==> config.mk <==
export PLATFORM = sky130hd
export DESIGN_NAME = uwire_eeprom_host
export DESIGN_NICKNAME = d
export VERILOG_FILES = /design/src/rtl/uwh_pkg.sv /design/src/rtl/uwh_tick_gen.sv /design/src/rtl/uwh_poll_timer.sv /design/src/rtl/uwh_rx_word.sv /design/src/rtl/uwire_eeprom_host.sv
export SDC_FILE = /design/constraint.sdc
export NUM_CORES = 1
export LEC_CHECK = 0
export BUFFER_PORTS_ARGS = -buffer_cell sky130_fd_sc_hd__buf_4
export CORE_ASPECT_RATIO = 1.5
export CORE_UTILIZATION = 45
export CTS_BUF_LIST = sky130_fd_sc_hd__clkbuf_8
export CTS_CLUSTER_DIAMETER = 60
export DETAILED_ROUTE_END_ITERATION = 10
export GPL_ROUTABILITY_DRIVEN = 1
export PLACE_DENSITY = 0.71
export RECOVER_POWER = 50
export SLEW_MARGIN = 0
export SYNTH_ARGS = -nofsm -noshare
export SYNTH_HDL_FRONTEND = slang
export SYNTH_SLANG_ARGS = --single-unit
==> constraint.sdc <==
create_clock -name clk_i -period 5.2 [get_ports clk_i]
set_input_delay 1.04 -clock clk_i [delete_from_list [all_inputs] [get_ports clk_i]]
set_output_delay 1.04 -clock clk_i [all_outputs]
set_load 0.05 [all_outputs]
==> src/rtl/uwh_pkg.sv <==
package uwh_pkg;
  typedef enum logic [2:0] {
    CMD_READ  = 3'd0,
    CMD_WRITE = 3'd1,
    CMD_ERASE = 3'd2,
    CMD_ERAL  = 3'd3,
    CMD_WRAL  = 3'd4,
    CMD_EWEN  = 3'd5,
    CMD_EWDS  = 3'd6
  } cmd_e;

  typedef enum logic [2:0] {
    ST_IDLE,
    ST_SETUP,
    ST_CLK,
    ST_POLL,
    ST_GAP
  } state_e;
endpackage

==> src/rtl/uwh_tick_gen.sv <==
module uwh_tick_gen #(
  parameter int DIV = 4
) (
  input  logic clk_i,
  input  logic rst_ni,
  input  logic en_i,
  output logic tick_o
);
  localparam int CW = (DIV > 2) ? $clog2(DIV) : 1;
  localparam logic [CW-1:0] LAST = CW'(DIV - 1);

  logic [CW-1:0] cnt_q;

  always_ff @(posedge clk_i or negedge rst_ni) begin
    if (!rst_ni)          cnt_q <= '0;
    else if (!en_i)       cnt_q <= '0;
    else if (cnt_q == LAST) cnt_q <= '0;
    else                  cnt_q <= cnt_q + 1'b1;
  end

  assign tick_o = en_i && (cnt_q == LAST);

  AST_TICK_RANGE: assert property (@(posedge clk_i) disable iff (!rst_ni)
    cnt_q <= LAST);
endmodule

==> src/rtl/uwh_poll_timer.sv <==
module uwh_poll_timer #(
  parameter int TMO_CYC = 300
) (
  input  logic clk_i,
  input  logic rst_ni,
  input  logic run_i,
  output logic expired_o
);
  localparam int CW = $clog2(TMO_CYC + 1);
  localparam logic [CW-1:0] LAST = CW'(TMO_CYC - 1);

  logic [CW-1:0] cnt_q;

  always_ff @(posedge clk_i or negedge rst_ni) begin
    if (!rst_ni)            cnt_q <= '0;
    else if (!run_i)        cnt_q <= '0;
    else if (cnt_q != LAST) cnt_q <= cnt_q + 1'b1;
  end

  assign expired_o = run_i && (cnt_q == LAST);

  AST_TMR_RANGE: assert property (@(posedge clk_i) disable iff (!rst_ni)
    cnt_q <= LAST);
endmodule

==> src/rtl/uwh_rx_word.sv <==
module uwh_rx_word #(
  parameter int DATA_W = 16
) (
  input  logic              clk_i,
  input  logic              rst_ni,
  input  logic              clr_i,
  input  logic              smp_i,
  input  logic              bit_i,
  output logic [DATA_W-1:0] word_o,
  output logic              valid_o
);
  localparam int CW = $clog2(DATA_W);
  localparam logic [CW-1:0] LAST = CW'(DATA_W - 1);

  logic [DATA_W-1:0] sr_q;
  logic [CW-1:0]     cnt_q;

  always_ff @(posedge clk_i or negedge rst_ni) begin
    if (!rst_ni) begin
      sr_q    <= '0;
      cnt_q   <= '0;
      word_o  <= '0;
      valid_o <= 1'b0;
    end else begin
      valid_o <= 1'b0;
      if (clr_i) begin
        cnt_q <= '0;
      end else if (smp_i) begin
        sr_q <= {sr_q[DATA_W-2:0], bit_i};
        if (cnt_q == LAST) begin
          cnt_q   <= '0;
          word_o  <= {sr_q[DATA_W-2:0], bit_i};
          valid_o <= 1'b1;
        end else begin
          cnt_q <= cnt_q + 1'b1;
        end
      end
    end
  end

  AST_RX_PULSE: assert property (@(posedge clk_i) disable iff (!rst_ni)
    valid_o |=> !valid_o);
endmodule

==> src/rtl/uwire_eeprom_host.sv <==
module uwire_eeprom_host
  import uwh_pkg::*;
#(
  parameter int ADDR_W  = 6,
  parameter int DATA_W  = 16,
  parameter int BURST_W = 3,
  parameter int DIV     = 4,
  parameter int TMO_CYC = 300
) (
  input  logic               clk_i,
  input  logic               rst_ni,
  input  logic               start_i,
  input  logic [2:0]         cmd_i,
  input  logic [ADDR_W-1:0]  addr_i,
  input  logic [DATA_W-1:0]  wdata_i,
  input  logic [BURST_W-1:0] burst_i,
  output logic               busy_o,
  output logic               done_o,
  output logic               timeout_o,
  output logic [DATA_W-1:0]  rdata_o,
  output logic               rvalid_o,
  output logic               cs_o,
  output logic               sclk_o,
  output logic               di_o,
  input  logic               do_i
);
  localparam int HDR_W     = 3 + ADDR_W;
  localparam int TX_W      = HDR_W + DATA_W;
  localparam int MAX_WORDS = (1 << BURST_W) - 1;
  localparam int MAX_CYC   = HDR_W + MAX_WORDS * DATA_W;
  localparam int CYC_W     = $clog2(MAX_CYC + 1);

  state_e          state_q;
  logic            sclk_q, cs_q, di_q, done_q, tmo_q, gap_q;
  logic            is_rd_q, is_prog_q;
  logic [TX_W-1:0] tx_sr_q;
  logic [CYC_W-1:0] cyc_q, n_tx_q, n_tot_q, cyc_nx;
  logic [1:0]      do_sync_q;
  logic            do_s, tick, expired, accept, smp;

  // Request decode
  logic [1:0]        opc;
  logic [ADDR_W-1:0] afld;
  logic              has_data, prog, rd;
  logic [CYC_W-1:0]  n_tx_c, n_tot_c;
  int                words;

  always_comb begin
    opc      = 2'b00;
    afld     = '0;
    has_data = 1'b0;
    prog     = 1'b0;
    rd       = 1'b0;
    unique case (cmd_e'(cmd_i))
      CMD_READ:  begin opc = 2'b10; afld = addr_i; rd = 1'b1; end
      CMD_WRITE: begin opc = 2'b01; afld = addr_i; has_data = 1'b1; prog = 1'b1; end
      CMD_ERASE: begin opc = 2'b11; afld = addr_i; prog = 1'b1; end
      CMD_ERAL:  begin afld[ADDR_W-1 -: 2] = 2'b10; prog = 1'b1; end
      CMD_WRAL:  begin afld[ADDR_W-1 -: 2] = 2'b01; has_data = 1'b1; prog = 1'b1; end
      CMD_EWEN:  afld[ADDR_W-1 -: 2] = 2'b11;
      default:   afld[ADDR_W-1 -: 2] = 2'b00;
    endcase
    words   = (burst_i == '0) ? 1 : int'(burst_i);
    n_tx_c  = has_data ? CYC_W'(TX_W) : CYC_W'(HDR_W);
    n_tot_c = rd ? CYC_W'(HDR_W + words * DATA_W) : n_tx_c;
  end

  assign accept = start_i && (state_q == ST_IDLE) && (cmd_i != 3'd7);
  assign cyc_nx = cyc_q + 1'b1;
  assign do_s   = do_sync_q[1];

  uwh_tick_gen #(.DIV(DIV)) u_tick (
    .clk_i  (clk_i),
    .rst_ni (rst_ni),
    .en_i   (state_q == ST_SETUP || state_q == ST_CLK || state_q == ST_GAP),
    .tick_o (tick)
  );

  uwh_poll_timer #(.TMO_CYC(TMO_CYC)) u_tmr (
    .clk_i     (clk_i),
    .rst_ni    (rst_ni),
    .run_i     (state_q == ST_POLL),
    .expired_o (expired)
  );

  // Sample on falling edges after the dummy bit
  assign smp = (state_q == ST_CLK) && tick && sclk_q && is_rd_q && (cyc_q >= n_tx_q);

  uwh_rx_word #(.DATA_W(DATA_W)) u_rx (
    .clk_i   (clk_i),
    .rst_ni  (rst_ni),
    .clr_i   (accept),
    .smp_i   (smp),
    .bit_i   (do_s),
    .word_o  (rdata_o),
    .valid_o (rvalid_o)
  );

  always_ff @(posedge clk_i or negedge rst_ni) begin
    if (!rst_ni) do_sync_q <= '0;
    else         do_sync_q <= {do_sync_q[0], do_i};
  end

  always_ff @(posedge clk_i or negedge rst_ni) begin
    if (!rst_ni) begin
      state_q   <= ST_IDLE;
      sclk_q    <= 1'b0;
      cs_q      <= 1'b0;
      di_q      <= 1'b0;
      done_q    <= 1'b0;
      tmo_q     <= 1'b0;
      gap_q     <= 1'b0;
      is_rd_q   <= 1'b0;
      is_prog_q <= 1'b0;
      tx_sr_q   <= '0;
      cyc_q     <= '0;
      n_tx_q    <= '0;
      n_tot_q   <= '0;
    end else begin
      done_q <= 1'b0;
      unique case (state_q)
        ST_IDLE: if (accept) begin
          state_q   <= ST_SETUP;
          cs_q      <= 1'b1;
          di_q      <= 1'b1;
          tmo_q     <= 1'b0;
          tx_sr_q   <= {1'b1, opc, afld, has_data ? wdata_i : {DATA_W{1'b0}}};
          n_tx_q    <= n_tx_c;
          n_tot_q   <= n_tot_c;
          is_rd_q   <= rd;
          is_prog_q <= prog;
          cyc_q     <= '0;
        end
        ST_SETUP: if (tick) state_q <= ST_CLK;
        ST_CLK: if (tick) begin
          if (!sclk_q) begin
            sclk_q <= 1'b1;
          end else begin
            sclk_q  <= 1'b0;
            cyc_q   <= cyc_nx;
            tx_sr_q <= tx_sr_q << 1;
            di_q    <= (cyc_nx < n_tx_q) ? tx_sr_q[TX_W-2] : 1'b0;
            if (cyc_nx == n_tot_q) begin
              if (is_prog_q) begin
                state_q <= ST_POLL;
              end else begin
                state_q <= ST_GAP;
                cs_q    <= 1'b0;
              end
            end
          end
        end
        ST_POLL: begin
          if (do_s) begin
            cs_q    <= 1'b0;
            state_q <= ST_GAP;
          end else if (expired) begin
            tmo_q   <= 1'b1;
            cs_q    <= 1'b0;
            state_q <= ST_GAP;
          end
        end
        ST_GAP: if (tick) begin
          if (gap_q) begin
            gap_q   <= 1'b0;
            state_q <= ST_IDLE;
            done_q  <= 1'b1;
          end else begin
            gap_q <= 1'b1;
          end
        end
        default: state_q <= ST_IDLE;
      endcase
    end
  end

  assign busy_o    = (state_q != ST_IDLE);
  assign done_o    = done_q;
  assign timeout_o = tmo_q;
  assign cs_o      = cs_q;
  assign sclk_o    = sclk_q;
  assign di_o      = di_q;

  AST_SCLK_IN_CS: assert property (@(posedge clk_i) disable iff (!rst_ni)
    sclk_o |-> cs_o);
  AST_DI_HOLD_HIGH: assert property (@(posedge clk_i) disable iff (!rst_ni)
    (sclk_o && $past(sclk_o)) |-> $stable(di_o));
  AST_POLL_PARKED: assert property (@(posedge clk_i) disable iff (!rst_ni)
    (state_q == ST_POLL) |-> (cs_o && !sclk_o));
  AST_DONE_PULSE: assert property (@(posedge clk_i) disable iff (!rst_ni)
    done_o |=> !done_o);
  AST_DONE_IDLE: assert property (@(posedge clk_i) disable iff (!rst_ni)
    done_o |-> (!busy_o && !cs_o));
  AST_CS_GAP: assert property (@(posedge clk_i) disable iff (!rst_ni)
    $fell(cs_o) |=> !cs_o);
  AST_RVALID_BUSY: assert property (@(posedge clk_i) disable iff (!rst_ni)
    rvalid_o |-> busy_o);
endmodule

Word-level counts from Yosys, hierarchy flattened
Cells that the tools add are included.
Widths: inputs -> output; s select.
- add/sub/neg operators: 5
- $mul: 0
- div/mod/pow operators: 0
- $lt $le $gt $ge: 2
- equality and inequality tests: 27
- shift operators: 0
- multiplexer cells: 60
- bitwise operators: 1
- reductions and logical operators: 30
- operators with widths (kind ; number):
    $mux 24 ; 3
    $pmux 24 s2 ; 1
    $mux 3 ; 11
    $mux 7 ; 4
    $mux 1 ; 24
    $ne 2x2->1 const B ; 10
    $mux 9 ; 2
    $mux 16 ; 1
    $mux 4 ; 4
    $pmux 3 s5 ; 1
    $pmux 7 s2 ; 1
    $eq 3x2->1 const B ; 4
    $add 9x1->9 const B ; 1
    $eq 3x3->1 const B ; 3
    $eq 9x9->1 const B ; 1
    $logic_not 3->1 ; 3
    $ne 9x9->1 const B ; 1
    $logic_and 1x1->1 ; 8
    $pmux 2 s4 ; 1
    $reduce_and 2->1 ; 4
    $reduce_and 4->1 ; 2
    $reduce_and 8->1 ; 1
    $add 4x7->7 const A ; 1
    $add 7x1->7 const B ; 1
    24 further kinds ; 32
- bits in registers: 105
- bits in latches: 0
- RAM bits: 0
- bits in read-only memories: 0
- input bits: 32
- logic and storage cells: 145
- memories kept: 0

Longest topological paths before layout
Gate-level depths: netlist of run 1.
- depth after elaboration: 10
- depth in mapped cells: 9

Modules after synthesis
From an unflattened synthesis of run 1, not the netlist that was laid out.
- cell total of the unflattened synthesis: 440
- area total of the unflattened synthesis: 4669.5 µm²
- by module, submodules not included (module ; instances ; cells an instance ; area each (µm²) ; seq. area each (µm²)):
    uwire_eeprom_host ; 1 ; 298 ; 2657.5 ; 1226.2
    uwh_rx_word ; 1 ; 88 ; 1435.1 ; 900.9
    uwh_poll_timer ; 1 ; 48 ; 488.0 ; 225.2
    uwh_tick_gen ; 1 ; 6 ; 88.8 ; 50.0

Least setup slack after synthesis of run 1
OpenSTA, ideal clock, no wires.
- path kind: input port to flip-flop
- start point: input port start_i
- end point: register cyc_q[6]
- arrival: 2.432 ns
- data required time: 5.072 ns
- setup slack: 2.640 ns
- stages: 8
- path buffers: 3
- path through: or4b_1 > clkbuf_1 > a21oi_1 > nor2_1 > buf_2 > clkbuf_1 > o21ai_0 > o31ai_1
- longest elaborated chain between the ends: 4
- ends and longest elaborated chain (what ; line ; source):
    start, declared ; uwire_eeprom_host.sv:12 ; input logic start_i,
    $logic_and 1x1->1 (2 in series) ; uwire_eeprom_host.sv:68 ; assign accept = start_i && (state_q == ST_IDLE) && (cmd_i != 3'd7);
    $ne 2x2->1 (no source line) ; - ;
    $reduce_and 4->1 (no source line) ; - ;
    end signal, assigned ; uwire_eeprom_host.sv:140 ; cyc_q <= cyc_nx;
    end, declared ; uwire_eeprom_host.sv:37 ; logic [CYC_W-1:0] cyc_q, n_tx_q, n_tot_q, cyc_nx;
Every way passes these cells.
A chain may end at the register's enable or synchronous reset.

Worst setup path in the final report of run 1
- start point: register state_q[1]
- end point: register u_rx.word_o[10]
- longest elaborated chain between the ends: 9
- ends and longest elaborated chain (what ; line ; source):
    start, declared ; uwire_eeprom_host.sv:33 ; state_e state_q;
    start signal, assigned ; uwire_eeprom_host.sv:106 ; state_q <= ST_IDLE;
    start signal, assigned ; uwire_eeprom_host.sv:123 ; state_q <= ST_SETUP;
    start signal, assigned ; uwire_eeprom_host.sv:134 ; ST_SETUP: if (tick) state_q <= ST_CLK;
    $eq 3x1->1 or $eq 3x2->1 (tied branches) ; uwire_eeprom_host.sv:75, uwire_eeprom_host.sv:87 ;
    $logic_or 1x1->1 (2 in series) ; uwire_eeprom_host.sv:75 ; .en_i (state_q == ST_SETUP || state_q == ST_CLK || state_q == ST_GAP),
    $logic_and 1x1->1 ; uwh_tick_gen.sv:21 ; assign tick_o = en_i && (cnt_q == LAST);
    $logic_and 1x1->1 (4 in series) ; uwire_eeprom_host.sv:87 ; assign smp = (state_q == ST_CLK) && tick && sclk_q && is_rd_q && (cyc_q >= n_tx_q);
    $reduce_and 3->1 (no source line) * ; - ;
    end signal, assigned ; uwh_rx_word.sv:32 ; word_o <= {sr_q[DATA_W-2:0], bit_i};
    end, declared ; uwh_rx_word.sv:9 ; output logic [DATA_W-1:0] word_o,
Mark *: on every way between the ends. The rest lies on a longest branch, timed or not.

==> flow_metrics.tcl, run 1 <==
set metrics [dict create \
    synthCells 395 \
    drive_gt1_frac 0.244 \
    cp.required_ns 5.46 \
    via_count 3152 \
    num_io_pins 55 \
    grt_usage 0.177 \
    ys_types 57 \
    dieArea_um2 10400 \
    area_growth_pct 13.8 \
    start_kind "flop" \
    rr_endpoint "u_rx.word_o[10]" \
    cts_tree "built" \
    final_cell_mix "dfrtp_1, buf_4, nor2_1, inv_1, nand2_1" \
    vias_per_cell 5.65 \
    reg2reg_depth 5 \
    worstPathMaxFanout 25 \
    slew_headroom -1.04 \
    grt_pass1_wl_um 14900 \
    drt_iter0_markers 186 \
    final_nets 480 \
    fin_ws_ns 1.64 \
    synth_nets 437 \
    holdPathEnd "do_sync_q[1]" \
    worstHoldPathType "reg2reg" \
    postRouteAntennaNets 0 \
    port_buffers 54 \
    seq_area_frac_synth 0.533 \
    rsz0062_at_grt "no" \
    yosysWarnings 0 \
    period_needed_ns 3.56 \
    core_um2 9690 \
    clkLatencyLatePin_ns 0.37 \
    netlist.area_leader.share 0.533 \
    fill_cells 872 \
    slew_violations 61 \
    drt-total-wl_um 8570 \
    hold_depth 0 \
    post_cts_resized 0 \
    endpoint_kind "flop" \
    grt_max_degree 61 \
    irDropWorstVdd_mv 0.164 \
    insertedDiodeCount 0 \
    cts-root-buf "clkbuf_8" \
    fmax_ghz 0.281 \
    clock-sinks 96 \
    start_util 0.465 \
    syn_avg_cell_area_um2 11.4 \
    syn-cell-area_um2 4500 \
    first_pass_iters 7 \
    dpl_worst_slack_ns 1.60 \
    period_share 0.684 \
    routabilityCongestion 0.893 \
    path_clk_slew_ns 0.09 \
    synthFlopType "dfrtp_1" \
    antenna_found_initial 0 \
    p_leak_nw 2.61 \
    async_reset_ff_frac 1.00 \
    final_common_cell "dfrtp_1" \
    fp-row-count 44 \
    cts_hold_buf 0 \
    path_class "reg2reg" \
    final-hold-violation-count 0 \
    critPathArrivalTime_ns 3.81 \
    yosysTopAreaCell "dfrtp_1" \
    p_per_area_nw_per_um2 259 \
    cts_buffers 9 \
    hpwlAfterDp_um 6130 \
    overflow 0 \
    setup_violations 0 \
    startpoint "state_q[1]" \
    synth_seq_cells 96 \
    postCtsSetupBuffers 0 \
    fp.dieW_um 83.7 \
    die_h_um 125 \
    reg2reg_from "state_q[1]" \
    cap_viol_max_count 1 \
    r2r_slack_ns 1.64 \
    violations "capacitance limit, slew limit" \
    clk_path_buf_depth 2 \
    p_total_mw 1.33 \
    status "finished with violations" \
    hold_slack_ns 0.359 \
    hp-start "do_sync_q[0]" \
    fin_util 0.529 \
    grt_pass1_vias 3250 \
    htreeDepth 3 \
    skew_ns 0.0106 \
    drc 0 \
    routedWlPerCell_um 15.4 \
    yosys-top-cells-area "dfrtp_1, mux2_2, a222oi_1" \
    finalSetupTns_ns 0 \
    synth_edf_count 0 \
    worst_pin_slew_ns 3.07 \
]
==> how the worst max path moves through the flow <==
stage / slack (ns) / end
after global routing: 1.01 / cyc_q[0]
final: 1.64 / u_rx.word_o[10]
after floorplan: 2.64 / cyc_q[6]
after CTS: 1.60 / u_rx.word_o[10]
after detailed placement: 1.60 / u_rx.word_o[10]
after global placement: 1.70 / u_rx.word_o[12]
==> worst max-delay path, stage by stage (launching register included) <==
cell and delay [ns]:
dfrtp_1 0.51, nor3b_4 0.62, and3_1 0.88, nand3_4 0.39, or2_1 0.64, mux2_4 0.41
==> synthesized netlist by cell type (2+ instances only) <==
cell,n
nor2_1,33
ha_1,10
buf_4,2
a22o_1,6
and2_1,3
nand4_1,3
a221oi_1,4
nand2b_1,2
o22ai_1,3
xor3_1,2
mux2i_1,2
nand3_1,13
nor4bb_1,2
a21oi_1,9
nor2b_1,3
a21o_1,2
a31oi_1,3
nor3_1,7
nand2_1,23
and3_1,6
xor2_1,8
inv_1,26
o31ai_1,2
a222oi_1,15
dfrtp_1,96
mux2_4,9
a31o_2,2
buf_2,6
or2_2,2
xnor2_1,10
o21ai_0,19
mux2_2,22
clkbuf_1,12
o21a_1,2
buf_6,4
==> stage by stage <==
| step | cells | instance area [um^2] |
|---|---|---|
| 4_1_cts | 558 | 5130 |
| 5_1_grt | 558 | 5120 |
| 6_report | 558 | 5120 |
| 2_1_floorplan | 395 | 4500 |
| 3_5_place_dp | 542 | 4930 |
| 3_3_place_gp | 542 | 4930 |
==> per-layer routing <==
metal / global-route usage / wire length, um / up-vias
met2: 0.301 / 4480 / 59
met4: 0.0728 / 177 / 0
met5: 0 / 0 / -
met3: 0.0398 / 267 / 17
li1: - / - / 1499
met1: 0.215 / 3650 / 1577
==> power by group <==
group          switching (mW)  leakage, nW  internal [mW]
sequential             0.0100         1.26          0.759
clock                   0.261        0.106          0.223
combinational          0.0404         1.25         0.0323
==> kinds of logic (layout without fill, tap and decap cells) <==
family,after synthesis,in the layout,share of synthesized area
xor gates and xnor gates,20,20,0.0456
muxes,33,33,0.0895
buffers and inverters,50,98,0.0517
and+or+nand+nor,110,110,0.129
DFF,96,96,0.533
adders and majority gates,10,10,0.0278
AOI/OAI and AO/OA,76,76,0.123
==> sequential cells by signal (all words and copies together) (netlist names), 2 cells and up <==
name          cells
cyc_q             7
tx_sr_q          24
do_sync_q         2
u_rx.word_o      16
u_tmr.cnt_q       9
u_rx.sr_q        15
state_q           3
n_tot_q           4
u_rx.cnt_q        4
u_tick.cnt_q      2
==> area by class of cell <==
type	count	area, um^2	share of cell area
flip-flops and latches	96	2400	0.469
multi-input cells	249	1870	0.365
repair buffers	56	417	0.0813
well taps	115	144	0.0281
clock buffers	9	124	0.0242
inverters	26	97.6	0.0190
clock inverters	7	72.6	0.0142
(Power assumes the default switching activity.)
==> inputs of run 2 (changes only) <==
clock period = 3.3 ns   (was 5.2 ns; I/O delays follow)
==> run 2 against run 1 <==
Against the previous run: the run still ends with capacitance limit, slew limit left; clock power is 64% higher; non-clock buffer count is 3 higher; hold slack worse by 0.0028 ns; die area stayed put; first-iteration DRC count is 4.3% higher; wire length is 3.2% higher; worst setup slack worse by 1.0 ns; global-route usage is 0.65 points higher; critical path depth is 2 higher; largest cell class unchanged; largest power group unchanged.
==> flow_metrics.tcl, run 2 (synthesis results as in run 1) <==
set metrics [dict create \
    vias_per_cell 5.66 \
    path_class "reg2reg" \
    period_share 0.811 \
    cts-root-buf "clkbuf_8" \
    fp.dieW_um 83.7 \
    core_um2 9690 \
    hp-start "do_sync_q[0]" \
    largest_register "tx_sr_q" \
    overflow 0 \
    cts_hold_buf 0 \
    hpwlAfterDp_um 6160 \
    irDropWorstVdd_mv 0.266 \
    insertedDiodeCount 0 \
    routabilityCongestion 0.828 \
    rsz0062_at_grt "no" \
    routedWlPerCell_um 15.8 \
    skew_ns 0.0100 \
    status "finished with violations" \
    fp-row-count 44 \
    grt_usage 0.183 \
    fmax_ghz 0.374 \
    p_per_area_nw_per_um2 411 \
    setup_violations 0 \
    finalSetupTns_ns 0 \
    final_cell_mix "dfrtp_1, buf_4, nor2_1, inv_1, nand2_1" \
    violations "capacitance limit, slew limit" \
    crit_slowest_cell "o41ai_1" \
    start_util 0.465 \
    worstPathMaxFanout 8 \
    final_nets 483 \
    final-hold-violation-count 0 \
    cts_tree "built" \
    drc 0 \
    holdPathEnd "do_sync_q[1]" \
    grt_pass1_wl_um 15300 \
    period_needed_ns 2.68 \
    drive_gt1_frac 0.253 \
    first_pass_iters 8 \
    worstPathCellList "nand3_1, xnor2_1, ha_1, nor4bb_1, nand4_1, o41ai_1, a31o_2" \
    critPathArrivalTime_ns 2.99 \
    cap_viol_max_count 1 \
    post_cts_resized 0 \
    endpoint_kind "flop" \
    worstHoldPathType "reg2reg" \
    rr_endpoint "state_q[2]" \
    worst_pin_slew_ns 2.27 \
    cp.required_ns 3.61 \
    grt_max_degree 97 \
    drt-total-wl_um 8850 \
    postCtsSetupBuffers 0 \
    final_common_cell "dfrtp_1" \
    clkLatencyLatePin_ns 0.37 \
    dieArea_um2 10400 \
    reg2reg_depth 7 \
    grt_pass1_vias 3204 \
    r2r_slack_ns 0.62 \
    num_io_pins 55 \
    port_buffers 54 \
    path_clk_slew_ns 0.09 \
    via_count 3174 \
    instances_no_fill 561 \
    cts_buffers 9 \
    die_h_um 125 \
    hold_depth 0 \
    slew_headroom -0.515 \
    antenna_found_initial 0 \
    max_stage_delay_ns 0.73 \
    hold_slack_ns 0.356 \
    drt_iter0_markers 194 \
    slew_violations 97 \
    postRouteAntennaNets 0 \
    start_kind "flop" \
    htreeDepth 3 \
    dp.cells 545 \
    clk_path_buf_depth 2 \
    p_leak_nw 2.63 \
    reg2reg_from "cyc_q[2]" \
    reg.largest.list "tx_sr_q x24, u_rx.word_o x16, u_rx.sr_q x15" \
    area_growth_pct 14.5 \
    clock-sinks 96 \
    largest_register_ffs 24 \
]
## run 2: how the worst max path moves through the flow
stage / start / to / slack, ns / depth (start not counted)
after global routing: rst_ni / tx_sr_q[0] / 0.41 / 2
after detailed placement: start_i / tx_sr_q[5] / 0.71 / 6
after global placement: start_i / tx_sr_q[10] / 0.73 / 6
after floorplan: cyc_q[4] / u_rx.sr_q[10] / 1.11 / 6
after CTS: cyc_q[2] / state_q[2] / 0.64 / 7
final: cyc_q[2] / state_q[2] / 0.62 / 7
## run 2: per-layer routing
layer / wire length (um) / up-vias / global-route usage
li1: - / 1503 / -
met5: 0 / - / 0
met1: 3660 / 1589 / 0.220
met4: 124 / 0 / 0.0708
met3: 330 / 10 / 0.0477
met2: 4730 / 72 / 0.312
## run 2: final cells by class
cell class / count / area [um^2]
Clock buffer: 10 / 138
Inverter: 26 / 97.6
Multi-Input combinational cell: 249 / 1870
Clock inverter: 6 / 67.6
Tap cell: 115 / 144
Sequential cell: 96 / 2400
Fill cell: 889 / 4530
Timing Repair Buffer: 59 / 440
## run 2: critical path, delay by kind of cell, from the launching register on
kind                       cells  cell delay, ns
DFF                            1            0.50
adders and majority gates      1            0.31
AOI/OAI and AO/OA              2            0.93
and+or+nand+nor                3            0.72
xor gates and xnor gates       1            0.18
## run 2: through the flow
step / power, mW / cell area (um^2) / worst slack [ns] / util
after floorplan: 1.28 / 4500 / 1.11 / -
after global placement: 1.35 / 4970 / 0.735 / 0.513
after detailed placement: 1.36 / 4970 / 0.709 / 0.513
after CTS: 2.15 / 5170 / 0.644 / 0.534
after global routing: 2.21 / 5160 / 0.408 / 0.532
final: 2.12 / 5160 / 0.624 / 0.532
## run 2: where the power goes
group / leakage [nW] / internal (mW) / switching (mW) / total, mW
clock: 0.110 / 0.376 / 0.419 / 0.795
combinational: 1.27 / 0.0509 / 0.0629 / 0.114
sequential: 1.26 / 1.20 / 0.0157 / 1.21
total: 2.63 / 1.62 / 0.497 / 2.12
==> inputs of run 3 (changes only) <==
ABC_AREA = 1   (was default)
clock period = 2.6 ns   (was 3.3 ns; I/O delays follow)
==> run 3 against run 2 <==
Against the previous run: sequential power increased by 26%; critical path type unchanged; via count increased by 16%; the run ends with DRC left; sequential share of layout area decreased by 1.3 points; worst setup slack got worse by 0.16 ns.
==> flow_metrics.tcl, run 3 <==
set metrics [dict create \
    status "finished with violations" \
    violations "DRC" \
    worstPathMaxFanout 18 \
    dieArea_um2 10600 \
    synth_common_cells "dfrtp_1, nand2_1, inv_1, o21ai_0, nand3_1" \
    period_needed_ns 2.14 \
    insertedDiodeCount 0 \
    first_pass_iters 8 \
    htreeDepth 3 \
    rr_endpoint "tx_sr_q[21]" \
    clk_path_buf_depth 2 \
    clockPowerShare 0.410 \
    yosys-top-cells-area "dfrtp_1, nand2_1, inv_1" \
    grt_usage 0.194 \
    swShare 0.238 \
    path_class "reg2reg" \
    p_leak_nw 2.65 \
    p_total_mw 2.78 \
    postCtsSetupBuffers 0 \
    port_buffers 54 \
    fp.dieW_um 84.2 \
    cts_hold_buf 0 \
    vias_per_cell 5.29 \
    clock-sinks 96 \
    drive_gt1_frac 0.151 \
    netlist.area_leader.share 0.527 \
    dpl_worst_slack_ns 0.454 \
    clkLatencyLatePin_ns 0.38 \
    largest_register_ffs 24 \
    slew_violations 0 \
    cap_viol_max_count 0 \
    reg.largest.list "tx_sr_q x24, u_rx.word_o x16, u_rx.sr_q x15" \
    core_um2 9740 \
    hpwlAfterDp_um 6950 \
    holdPathEnd "do_sync_q[0]" \
    postRouteAntennaNets 0 \
    finalSetupTns_ns 0 \
    setup_violations 0 \
    cts-root-buf "clkbuf_8" \
    drt_iter0_markers 193 \
    irDropWorstVdd_mv 0.274 \
    rsz0062_at_grt "no" \
    syn-cell-area_um2 4560 \
    cts_buffers 9 \
    skew_ns 0.0111 \
    routedWlPerCell_um 13.7 \
    path_clk_slew_ns 0.10 \
    syn_avg_cell_area_um2 8.77 \
    fp-row-count 44 \
    overflow 0 \
    p_switching_uw 662 \
    cp.required_ns 2.90 \
    final_cell_mix "dfrtp_1, nand2_1, inv_1, buf_4, o21ai_0" \
    start_kind "flop" \
    grt_max_degree 52 \
    r2r_slack_ns 0.46 \
    drc 12 \
    synth_edf_count 0 \
    worstHoldPathType "in2reg" \
    die_h_um 125 \
    synth.most_common_cell "dfrtp_1" \
    drt-total-wl_um 9510 \
    synthCells 520 \
    cts_tree "built" \
    post_cts_resized 0 \
    num_io_pins 55 \
    routabilityCongestion 0.881 \
    critPathArrivalTime_ns 2.44 \
    reg2reg_from "state_q[2]" \
    yosysTopAreaCell "dfrtp_1" \
    synth_seq_cells 96 \
    yosysWarnings 0 \
    period_share 0.823 \
    multi_input_area_um2 1720 \
    p_comb_frac 0.045 \
    fmax_ghz 0.467 \
    dp.cells 680 \
    largest_register "tx_sr_q" \
    seqCellArea_um2 2400 \
    instances_no_fill 696 \
    fill_cells 906 \
    seq_power_share 0.546 \
    fin_ws_ns 0.461 \
    final-hold-violation-count 0 \
    fin_util 0.544 \
    endpoint_kind "flop" \
    synthFlopType "dfrtp_1" \
    via_count 3680 \
    grt_pass1_vias 3710 \
    internal_power_mw 2.12 \
    start_util 0.468 \
    seq_area_frac_synth 0.527 \
    antenna_found_initial 0 \
    grt_pass1_wl_um 16300 \
    reg2reg_depth 8 \
    hp-start "do_i" \
    p_per_area_nw_per_um2 524 \
    ys_types 36 \
    final_common_cell "dfrtp_1" \
    area_growth_pct 16.2 \
    synth_nets 562 \
    slew_headroom 0.169 \
    worst_pin_slew_ns 1.25 \
    final_nets 618 \
    async_reset_ff_frac 1.00 \
    hold_depth 1 \
]
==> run 3: changes by cell type in the layout (fill, tap and decap cells not counted), moves of 15 or more <==
cell      change
a222oi_1     -15
nand2_1      +72
mux2_2       -22
o21ai_0      +29
inv_1        +65
nand3_1      +31
o221ai_1     +18
==> run 3: worst max path at each step <==
stage          startpoint          end  slack, ns  cells past startpoint
4_1_cts        state_q[2]  tx_sr_q[21]       0.44                      8
5_1_grt          cyc_q[2]   state_q[1]       0.24                     13
2_1_floorplan  state_q[2]  tx_sr_q[10]       0.75                      7
3_5_place_dp     cmd_i[2]  tx_sr_q[22]       0.45                      7
6_report       state_q[2]  tx_sr_q[21]       0.46                      8
3_3_place_gp     cmd_i[2]  tx_sr_q[22]       0.52                      7
==> run 3: through the flow <==
| stage | hold slack [ns] | area, um^2 |
|---|---|---|
| after CTS | 0.179 | 5330 |
| after floorplan | 0.224 | 4560 |
| after global routing | 0.250 | 5300 |
| final | 0.261 | 5300 |
| after detailed placement | 0.336 | 5100 |
| after global placement | 0.335 | 5100 |
==> run 3: logic make-up after synthesis <==
family / count (synthesis) / share of synthesized area
AO/OA/AOI/OAI: 111 / 0.152
AND/OR/NAND/NOR: 192 / 0.192
XOR/XNOR: 3 / 0.00576
flip-flops: 96 / 0.527
buffers and inverters: 108 / 0.0957
adder cells (fa/ha/maj): 10 / 0.0274
==> run 3: power by group through the flow <==
stage / Combinational [mW] / Sequential [mW] / Clock (mW)
2_1_floorplan: 0.0358 / 1.55 / 0
3_3_place_gp: 0.129 / 1.55 / 0
3_5_place_dp: 0.131 / 1.55 / 0
4_1_cts: 0.132 / 1.52 / 1.16
5_1_grt: 0.140 / 1.52 / 1.22
6_report: 0.124 / 1.52 / 1.14
==> run 3: critical path, stage by stage, from the launching register on <==
cell and delay [ns]:
dfrtp_1 0.49, nor2_4 0.18, nand2_1 0.12, nor2_2 0.23, o21ai_2 0.23, nand2_2 0.35, buf_4 0.24, nor2_1 0.05
a31oi_1 0.15
==> run 3: metal layers <==
metal | vias up | track usage | wire (um)
met4 | 0 | 0.106 | 346
li1 | 1822 | - | -
met1 | 1740 | 0.215 | 3800
met5 | - | 0 | 0
met2 | 93 | 0.351 | 5030
met3 | 25 | 0.0317 | 333
==> run 3: area by class of cell <==
cell class	count	area share
sequential	96	0.453
clock inverter	7	0.0205
inverter	92	0.0651
multi-input combinational	316	0.324
timing repair buffer	61	0.0864
clock buffer	9	0.0234
tap	115	0.0271
